<file path="src/rtl/cflush_pkg.sv">
package cflush_pkg;
  typedef enum logic {
    ST_IDLE = 1'b0,
    ST_WALK = 1'b1
  } walk_state_t;
endpackage

</file>
<file path="src/rtl/cflush_walk_ctr.sv">
module cflush_walk_ctr #(
  parameter int unsigned SLOTS = 8,
  localparam int unsigned CNT_W = $clog2(SLOTS)
) (
  input  logic             clk,
  input  logic             rst_n,
  input  logic             clr,
  input  logic             step,
  output logic [CNT_W-1:0] cnt,
  output logic             at_last
);
  localparam logic [CNT_W-1:0] LAST = CNT_W'(SLOTS - 1);

  logic [CNT_W-1:0] cnt_nxt;
  logic             cnt_en;

  always_comb begin
    cnt_en  = clr | step;
    cnt_nxt = clr ? '0 : cnt + 1'b1;
  end

  always_ff @(posedge clk or negedge rst_n) begin
    if (!rst_n)      cnt <= '0;
    else if (cnt_en) cnt <= cnt_nxt;
  end

  assign at_last = (cnt == LAST);
endmodule

</file>
<file path="src/rtl/cflush_cleanup_reg.sv">
module cflush_cleanup_reg #(
  parameter int unsigned LINE_W = 26
) (
  input  logic              clk,
  input  logic              rst_n,
  input  logic              post,
  input  logic [LINE_W-1:0] line_in,
  input  logic              taken,
  output logic              req,
  output logic [LINE_W-1:0] line
);
  logic req_nxt;

  always_comb begin
    req_nxt = req;
    if (post)       req_nxt = 1'b1;
    else if (taken) req_nxt = 1'b0;
  end

  always_ff @(posedge clk or negedge rst_n) begin
    if (!rst_n) req <= 1'b0;
    else        req <= req_nxt;
  end

  always_ff @(posedge clk or negedge rst_n) begin
    if (!rst_n)    line <= '0;
    else if (post) line <= line_in;
  end
endmodule

</file>
<file path="src/rtl/cflush_seq.sv">
module cflush_seq
  import cflush_pkg::*;
#(
  parameter int unsigned SETS   = 4,
  parameter int unsigned WAYS   = 2,
  parameter int unsigned LINE_W = 26,
  localparam int unsigned SLOTS = SETS * WAYS,
  localparam int unsigned SET_W = $clog2(SETS),
  localparam int unsigned WAY_W = $clog2(WAYS),
  localparam int unsigned IDX_W = $clog2(SLOTS)
) (
  input  logic              clk,
  input  logic              rst_n,
  input  logic              flush_req,
  output logic              flush_done,
  output logic [SET_W-1:0]  tag_set,
  output logic [WAY_W-1:0]  tag_way,
  input  logic              tag_valid_in,
  input  logic [LINE_W-1:0] tag_line_in,
  output logic              tag_inval,
  output logic              cln_req,
  output logic [LINE_W-1:0] cln_line,
  input  logic              cln_taken,
  output logic              link_clr,
  output logic [IDX_W-1:0]  link_idx,
  output logic              itlb_rst,
  output logic              dtlb_rst
);
  walk_state_t      state_q, state_d;
  logic [IDX_W-1:0] slot;
  logic             at_last;
  logic             start;
  logic             go;
  logic             finish;

  always_comb begin
    start  = (state_q == ST_IDLE) && flush_req;
    go     = (state_q == ST_WALK) && !cln_req;
    finish = go && at_last;
  end

  always_comb begin
    state_d = state_q;
    case (state_q)
      ST_IDLE: if (start)  state_d = ST_WALK;
      ST_WALK: if (finish) state_d = ST_IDLE;
      default:             state_d = ST_IDLE;
    endcase
  end

  always_ff @(posedge clk or negedge rst_n) begin
    if (!rst_n) state_q <= ST_IDLE;
    else        state_q <= state_d;
  end

  cflush_walk_ctr #(.SLOTS(SLOTS)) u_ctr (
    .clk     (clk),
    .rst_n   (rst_n),
    .clr     (start),
    .step    (go),
    .cnt     (slot),
    .at_last (at_last)
  );

  cflush_cleanup_reg #(.LINE_W(LINE_W)) u_cln (
    .clk     (clk),
    .rst_n   (rst_n),
    .post    (tag_inval),
    .line_in (tag_line_in),
    .taken   (cln_taken),
    .req     (cln_req),
    .line    (cln_line)
  );

  assign tag_set    = slot[SET_W-1:0];
  assign tag_way    = slot[IDX_W-1:SET_W];
  assign tag_inval  = go && tag_valid_in;
  assign link_clr   = go;
  assign link_idx   = slot;
  assign flush_done = finish;
  assign itlb_rst   = finish;
  assign dtlb_rst   = finish;
endmodule

</file>
<file path="config.mk">
export PLATFORM = sky130hd
export DESIGN_NAME = cflush_seq
export DESIGN_NICKNAME = d
export VERILOG_FILES = /design/src/rtl/cflush_pkg.sv /design/src/rtl/cflush_walk_ctr.sv /design/src/rtl/cflush_cleanup_reg.sv /design/src/rtl/cflush_seq.sv
export SDC_FILE = /design/constraint.sdc
export NUM_CORES = 1
export LEC_CHECK = 0
export BUFFER_PORTS_ARGS = -buffer_cell sky130_fd_sc_hd__buf_4
export CAP_MARGIN = 10
export CORE_ASPECT_RATIO = 0.75
export CORE_MARGIN = 8
export CORE_UTILIZATION = 43
export DETAILED_ROUTE_END_ITERATION = 10
export GPL_ROUTABILITY_DRIVEN = 0
export PLACE_DENSITY = 0.78
export SLEW_MARGIN = 20
export SYNTH_ARGS = -nofsm -noshare
export SYNTH_HDL_FRONTEND = slang
export SYNTH_SLANG_ARGS = --single-unit
</file>
<file path="constraint.sdc">
create_clock -name clk -period 1.8 [get_ports clk]
set_input_delay 0.18 -clock clk [delete_from_list [all_inputs] [get_ports clk]]
set_output_delay 0.18 -clock clk [all_outputs]
set_load 0.01 [all_outputs]
</file>
==> results of run 1 <==
## cell type report
type	instances	area, um^2	area share (%)
multi-input combinational	45	432	22.9
tap	38	47.5	2.52
inverter	2	7.51	0.399
clock buffer	8	100	5.32
timing repair buffer	69	520	27.6
sequential	31	776	41.2
## flip-flops by register name (all words and copies together) (netlist names)
| register | flops |
|---|---|
| state_q | 1 |
| u_cln.line | 26 |
| u_ctr.cnt | 3 |
| u_cln.req | 1 |
## critical path: stages (launching register included)
cell,delay (ns)
dfrtp_1,0.44
and2b_2,0.30
nand2_8,0.21
inv_1,0.07
buf_4,0.15
## power groups by stage
stage | combinational (W) | sequential [W] | clock, W
after floorplan | 0.000667 | 0.00143 | 0
after global placement | 0.00154 | 0.00128 | 0
after detailed placement | 0.00159 | 0.00131 | 0
after CTS | 0.00159 | 0.00130 | 0.000604
after global routing | 0.00172 | 0.00134 | 0.000636
final | 0.00156 | 0.00129 | 0.000581
## cell usage in the layout, fill, tap and decap left out
master         instances
clkbuf_1               1
nand2_1                2
a21oi_1                2
dlygate4sd3_1          1
dfrtp_1               31
mux2_2                10
buf_4                 68
nand2b_1               2
o21ai_0                3
nor2_1                 3
and2b_2                1
ha_1                   2
mux2_1                18
and2_1                 1
clkbuf_8               7
nand2_8                1
inv_1                  2
## kinds of logic after synthesis
kind of cell | count (synthesis) | synth area share, %
fa+ha+maj | 2 | 1.98
mux | 28 | 24.9
compound gates | 5 | 1.98
simple gates | 10 | 4.55
buf+inv | 9 | 5.34
flops | 31 | 61.3
## worst max-delay path by stage
stage / start / end / slack, ns / cells after the start
floorplan: u_cln.req / u_cln.line[16] / 0.35 / 4
global placement: u_cln.req / u_cln.line[12] / 0.34 / 3
detailed placement: u_cln.req / u_cln.line[13] / 0.26 / 3
CTS: u_cln.req / tag_inval / 0.07 / 4
global route: u_cln.req / tag_inval / 0.06 / 4
finish: u_cln.req / tag_inval / 0.17 / 4
## per-layer routing
metal | global-route usage (%) | wire length [um] | part of all wire (%)
met3 | 9.34 | 424 | 14
met1 | 12.1 | 1100 | 37
met5 | 0 | 0 | 0
met2 | 20.0 | 1370 | 46
met4 | 6.22 | 51 | 1.7
## stage by stage
step | std cells | instance area (um^2) | util, % | hold slack, ns | setup WS (ns)
floorplan | 85 | 1270 | - | -0.116 | 0.348
global placement | 184 | 1760 | 61.4 | 0.128 | 0.335
detailed placement | 184 | 1760 | 61.4 | 0.133 | 0.260
CTS | 193 | 1870 | 65.3 | 0.0980 | 0.0679
global route | 193 | 1880 | 65.6 | 0.101 | 0.0590
finish | 193 | 1880 | 65.6 | 0.104 | 0.169
## repair_timing
| item | in CTS | in global routing |
|---|---|---|
| endpoints found under the setup margin | 0 | 1 |
| hold buffers | 1 | 0 |
| hold endpoints to repair | 31 | 0 |
| gates resized for setup | 0 | 1 |
==> summary.md, run 1 <==
| Metric | Value |
|---|---|
| Run status | `completed` |
| Worst Hold Depth | `2` |
| Row Count | `17` |
| Grt ovf | `0` |
| Starting Density | `44.1%` |
| Nets@finish | `187` |
| Hold Path Sink | `u_cln.req` |
| Fin. max-slew vios | `0` |
| Tcrit/Tclk final | `90.6%` |
| Area share of the largest cell type after synthesis | `61.3%` |
| Fmax | `613 MHz` |
| Total power draw | `0.00344 W` |
| Hpwl dp | `2330 um` |
| Longest Clk Path Bufs | `2` |
| RR Startpoint | `u_cln.req` |
| IO Pins | `69` |
| Crit path kind | `reg -> out` |
| Worst-Margin Slew | `0.387 ns` |
| Number of global-route vias before repair | `a little over 1k` |
| Switching power | `0.00114 W` |
| Max Clock Skew | `~0.0057 ns` |
| Clock sink count | `31` |
| Post-Syn Instances | `85` |
| Pin count of the biggest net entering global routing | `32` |
| First-pass GRT wire length | `4820 um` |
| Post-Syn Nets | `around 120` |
| Via density per instance | `4.63` |
| Clk Tree Root Cell | `clkbuf_8` |
| RSZ-0062 raised after global routing | `false` |
| Yosys warnings | `0` |
| Critical Path Fanout Max | `28` |
| Drt wl/cell | `15.3 um` |
| # diodes | `0` |
| Synthesized cell area | `0.00127 mm^2` |
| Pre-antenna DRT Iters | `4` |
| Post-route DRC | `0` |
| Die W | `78.7 um` |
| Drt initial violations | `between 50 and 60` |
| PortBufs | `68` |
| Area delta synth->final | `48.7%` |
| Post-synth top cells | `dfrtp_1, mux2_1, mux2_2` |
| Logic pwr share | `45.5%` |
| Internal Dissipation | `0.00230 W` |
| Hold Crit Start | `cln_taken` |
| R2R setup slack | `0.36 ns` |
| Inserted Clock Buffers | `5` |
| H-tree depth | `2` |
| Total Routing Usage GR | `12.7%` |
| Share of layout cells above drive strength 1 | `between 50 and 60%` |
| Die area | `0.00496 mm^2` |
| Yosys top cell by area | `dfrtp_1` |
| Most frequent cell after synthesis | `dfrtp_1` |
| Netlist cell types | `15` |
| Setup TNS | `0 ns` |
| VDD IR max | `0.790 mV` |
| Critical Path Start Type | `register` |
| Switching Share | `33.1%` |
| Crit path capture type | `output pin` |
| Worst EP arrival | `1.45 ns` |
| Clk_lat worst skew | `between 0.2 and 0.3 ns` |
| Reg-to-reg critical path endpoint | `u_cln.line[12]` |
| Fin crit period | `approximately 1.6 ns` |
| Final count of hold timing violations | `0` |
| CTS tree | `built` |
| #FFs+latches synth | `31` |
| Clk pwr share | `approximately 17%` |
| Max-cap violations | `0` |
| Leakage | `0.924 nW` |
| Post-DRT Antenna Nets | `0` |
| Fillers | `233` |
| Slew margin rel. | `74.2%` |
| Post-synth EDFFs | `0` |
| Routed Wire Length | `2950 um` |
| Post-synthesis sequential area ratio | `between 60% and 70%` |
| Total setup buffers inserted after CTS | `0` |
| Core ar. | `0.00287 mm^2` |
| Final setup violation count | `0` |
| Ys async rst share | `100%` |
| Initial antenna violation count | `0` |
| Vias | `893` |
| Mean Syn Cell Area | `14.9 um^2` |
| Pwr per Cell Area | `roughly 1800 mW/mm^2` |
| Worst-case reg-to-reg path depth | `3` |
| Top_reg_cell synth | `dfrtp_1` |
| Hold Crit Class | `in -> reg` |
| Seq pwr share | `37.6%` |
| Die H | `63.0 um` |
| Worst-path clk slew | `approximately 0.060 ns` |
| Synth area leaders | `dfrtp_1, mux2_1, mux2_2, buf_4, ha_1` |
| Crit path required time | `1.62 ns` |
No activity file was read; power rests on OpenSTA's default activity.
==> run 2: changes to the inputs <==
--- a/config.mk
+++ b/config.mk
@@ -7,12 +7,14 @@
 export LEC_CHECK = 0
 export BUFFER_PORTS_ARGS = -buffer_cell sky130_fd_sc_hd__buf_4
 export CAP_MARGIN = 10
+export CELL_PAD_IN_SITES_DETAIL_PLACEMENT = 1
+export CELL_PAD_IN_SITES_GLOBAL_PLACEMENT = 2
 export CORE_ASPECT_RATIO = 0.75
 export CORE_MARGIN = 8
-export CORE_UTILIZATION = 43
+export CORE_UTILIZATION = 27
 export DETAILED_ROUTE_END_ITERATION = 10
 export GPL_ROUTABILITY_DRIVEN = 0
-export PLACE_DENSITY = 0.78
+export PLACE_DENSITY_LB_ADDON = 0.1
 export SLEW_MARGIN = 20
 export SYNTH_ARGS = -nofsm -noshare
 export SYNTH_HDL_FRONTEND = slang
==> run 2 against run 1 <==
Maximum frequency rose by 0.83%; combinational power increased by 3%; first-iteration DRC count shrank 65%; final area increased by 0.66%; core utilization down 23 points; critical path depth is the same; critical path type unchanged.
==> summary.md, run 2 (synthesis gave the netlist of run 1 again) <==
| Metric | Value |
|---|---|
| Drt initial violations | `18` |
| Reg area | `between 700 and 800 um^2` |
| Slowest cell on crit path | `dfrtp_1` |
| Die W | `95.1 um` |
| Final core occ | `a little over two fifths` |
| DP Area | `0.00180 mm^2` |
| Multi-input logic area | `432 um^2` |
| Clk pwr share | `15.1%` |
| Pin count of the biggest net entering global routing | `32` |
| Grt ovf | `0` |
| Drt wl/cell | `between 15 and 20 um` |
| Crit path capture type | `output pin` |
| Fmax | `618 MHz` |
| Worst EP arrival | `around 1.4 ns` |
| Worst-Margin Slew | `0.411 ns` |
| Hpwl dp | `~2600 um` |
| Vias | `908` |
| Most used cell along the critical path | `ha_1` |
| Max-cap violations | `0` |
| Total Routing Usage GR | `9.80%` |
| Post-route cell area | `0.00190 mm^2` |
| Die area | `0.00716 mm^2` |
| Worst Setup EP | `dtlb_rst` |
| Fin crit period | `1.62 ns` |
| Final setup violation count | `0` |
| Switching Share | `34.1%` |
| Post-route setup slack | `0.183 ns` |
| Worst-path clk slew | `0.06 ns` |
| Longest Clk Path Bufs | `2` |
| Die H | `between 70 and 80 um` |
| Final count of hold timing violations | `0` |
| Internal Dissipation | `0.00223 W` |
| VDD IR max | `between 0.6 and 0.7 mV` |
| Fillers | `approximately 480` |
| Core ar. | `between 0.004 and 0.005 mm^2` |
| Leakage | `0.920 nW` |
| Logic pwr share | `47.2%` |
| RSZ-0062 raised after global routing | `false` |
| CP Launch Point | `u_ctr.cnt[0]` |
| R2R setup slack | `0.37 ns` |
| Most common cell after layout, fill and taps aside | `buf_4` |
| Clk Tree Root Cell | `clkbuf_8` |
| IO Pins | `69` |
| Worst-case reg-to-reg path depth | `5` |
| Critical Path Start Type | `register` |
| Total setup buffers inserted after CTS | `0` |
| Regs by FF count | `u_cln.line (26), u_ctr.cnt (3)` |
| Via density per instance | `4.26` |
| Max Clock Skew | `0.00279 ns` |
| First-pass GRT wire length | `5240 um` |
| Clk_lat worst skew | `0.27 ns` |
| Crit path required time | `1.62 ns` |
| Worst Hold Depth | `2` |
| Routed Wire Length | `between 3000 and 4000 um` |
| Pwr per Cell Area | `1790 mW/mm^2` |
| H-tree depth | `2` |
| Crit path kind | `reg -> out` |
| CTS tree | `built` |
| Row Count | `21` |
| Commonest cells after routing, fill and taps aside | `buf_4, dfrtp_1, mux2_1, mux2_2, clkbuf_8` |
| Setup TNS | `0 ns` |
| Top reg by flops | `u_cln.line` |
| Seq pwr share | `between 30 and 40%` |
| Starting Density | `28.2%` |
| Tcrit/Tclk final | `approximately 90%` |
| Pre-antenna DRT Iters | `4` |
| Crit path cell chain | `ha_1 -> ha_1 -> and2_1 -> buf_4` |
| Inserted Clock Buffers | `5` |
| CP delay by family, top | `flip-flops` |
| CP peak stage delay | `0.44 ns` |
| Max reg flops | `26` |
| Crit path depth | `4` |
| Share of layout cells above drive strength 1 | `55.8%` |
| Hold slack | `0.0911 ns` |
| Count of buffer and inverter cells on the critical path | `1` |
| Post-DRT Antenna Nets | `0` |
| Nets@finish | `188` |
| # diodes | `0` |
| Initial antenna violation count | `0` |
| Switching power | `0.00116 W` |
| DP Worst Slack | `approximately 0.28 ns` |
| Clock sink count | `31` |
| Slew margin rel. | `72.6%` |
| Run status | `completed` |
| Post-route DRC | `0` |
| PortBufs | `68` |
| Area delta synth->final | `49.7%` |
| Number of global-route vias before repair | `1070` |
| Reg-to-reg critical path endpoint | `u_ctr.cnt[2]` |
| Fin. max-slew vios | `0` |
| Critical Path Fanout Max | `5` |
| RR Startpoint | `u_ctr.cnt[0]` |
| Hold Crit Class | `in -> reg` |
## run 2: repair_timing
action,in CTS,in global routing
endpoints found under the setup margin,0,1
hold endpoints to repair,31,0
gates resized for setup,0,1
hold buffers,1,0
## run 2: area by class of cell
cell class | instances | share of cell area [%]
Sequential cell | 31 | 40.9
Timing Repair Buffer | 70 | 27.9
Multi-Input combinational cell | 45 | 22.8
Clock buffer | 7 | 4.03
Tap cell | 57 | 3.76
Inverter | 2 | 0.396
Clock inverter | 1 | 0.264
## run 2: per-stage QoR
step                      cells  total power [W]
after floorplan              85          0.00210
after global placement      204          0.00288
after detailed placement    204          0.00293
after CTS                   213          0.00347
after global routing        213          0.00369
final                       213          0.00339
## run 2: worst min path at each step
stage,from,to,slack (ns)
5_1_grt,cln_taken,u_cln.req,0.09
6_report,cln_taken,u_cln.req,0.09
4_1_cts,cln_taken,u_cln.req,0.08
3_3_place_gp,rst_n,u_cln.line[2],0.14
2_1_floorplan,rst_n,state_q,-0.12
3_5_place_dp,rst_n,u_cln.line[2],0.15
## run 2: per-layer routing
metal  global-route usage, %  vias to the layer above  part of all wire (%)
met5                       0                        -                     0
met4                    4.66                        0                   1.2
met3                    5.61                        5                    11
met2                    15.4                       39                    49
met1                    10.5                      441                    39
li1                        -                      423                     -
## run 2: power groups by stage
| stage | Combinational (W) | Clock (W) | Sequential, W |
|---|---|---|---|
| 3_3_place_gp | 0.00160 | 0 | 0.00127 |
| 2_1_floorplan | 0.000667 | 0 | 0.00143 |
| 6_report | 0.00160 | 0.000511 | 0.00128 |
| 5_1_grt | 0.00176 | 0.000582 | 0.00134 |
| 3_5_place_dp | 0.00163 | 0 | 0.00130 |
| 4_1_cts | 0.00164 | 0.000549 | 0.00129 |
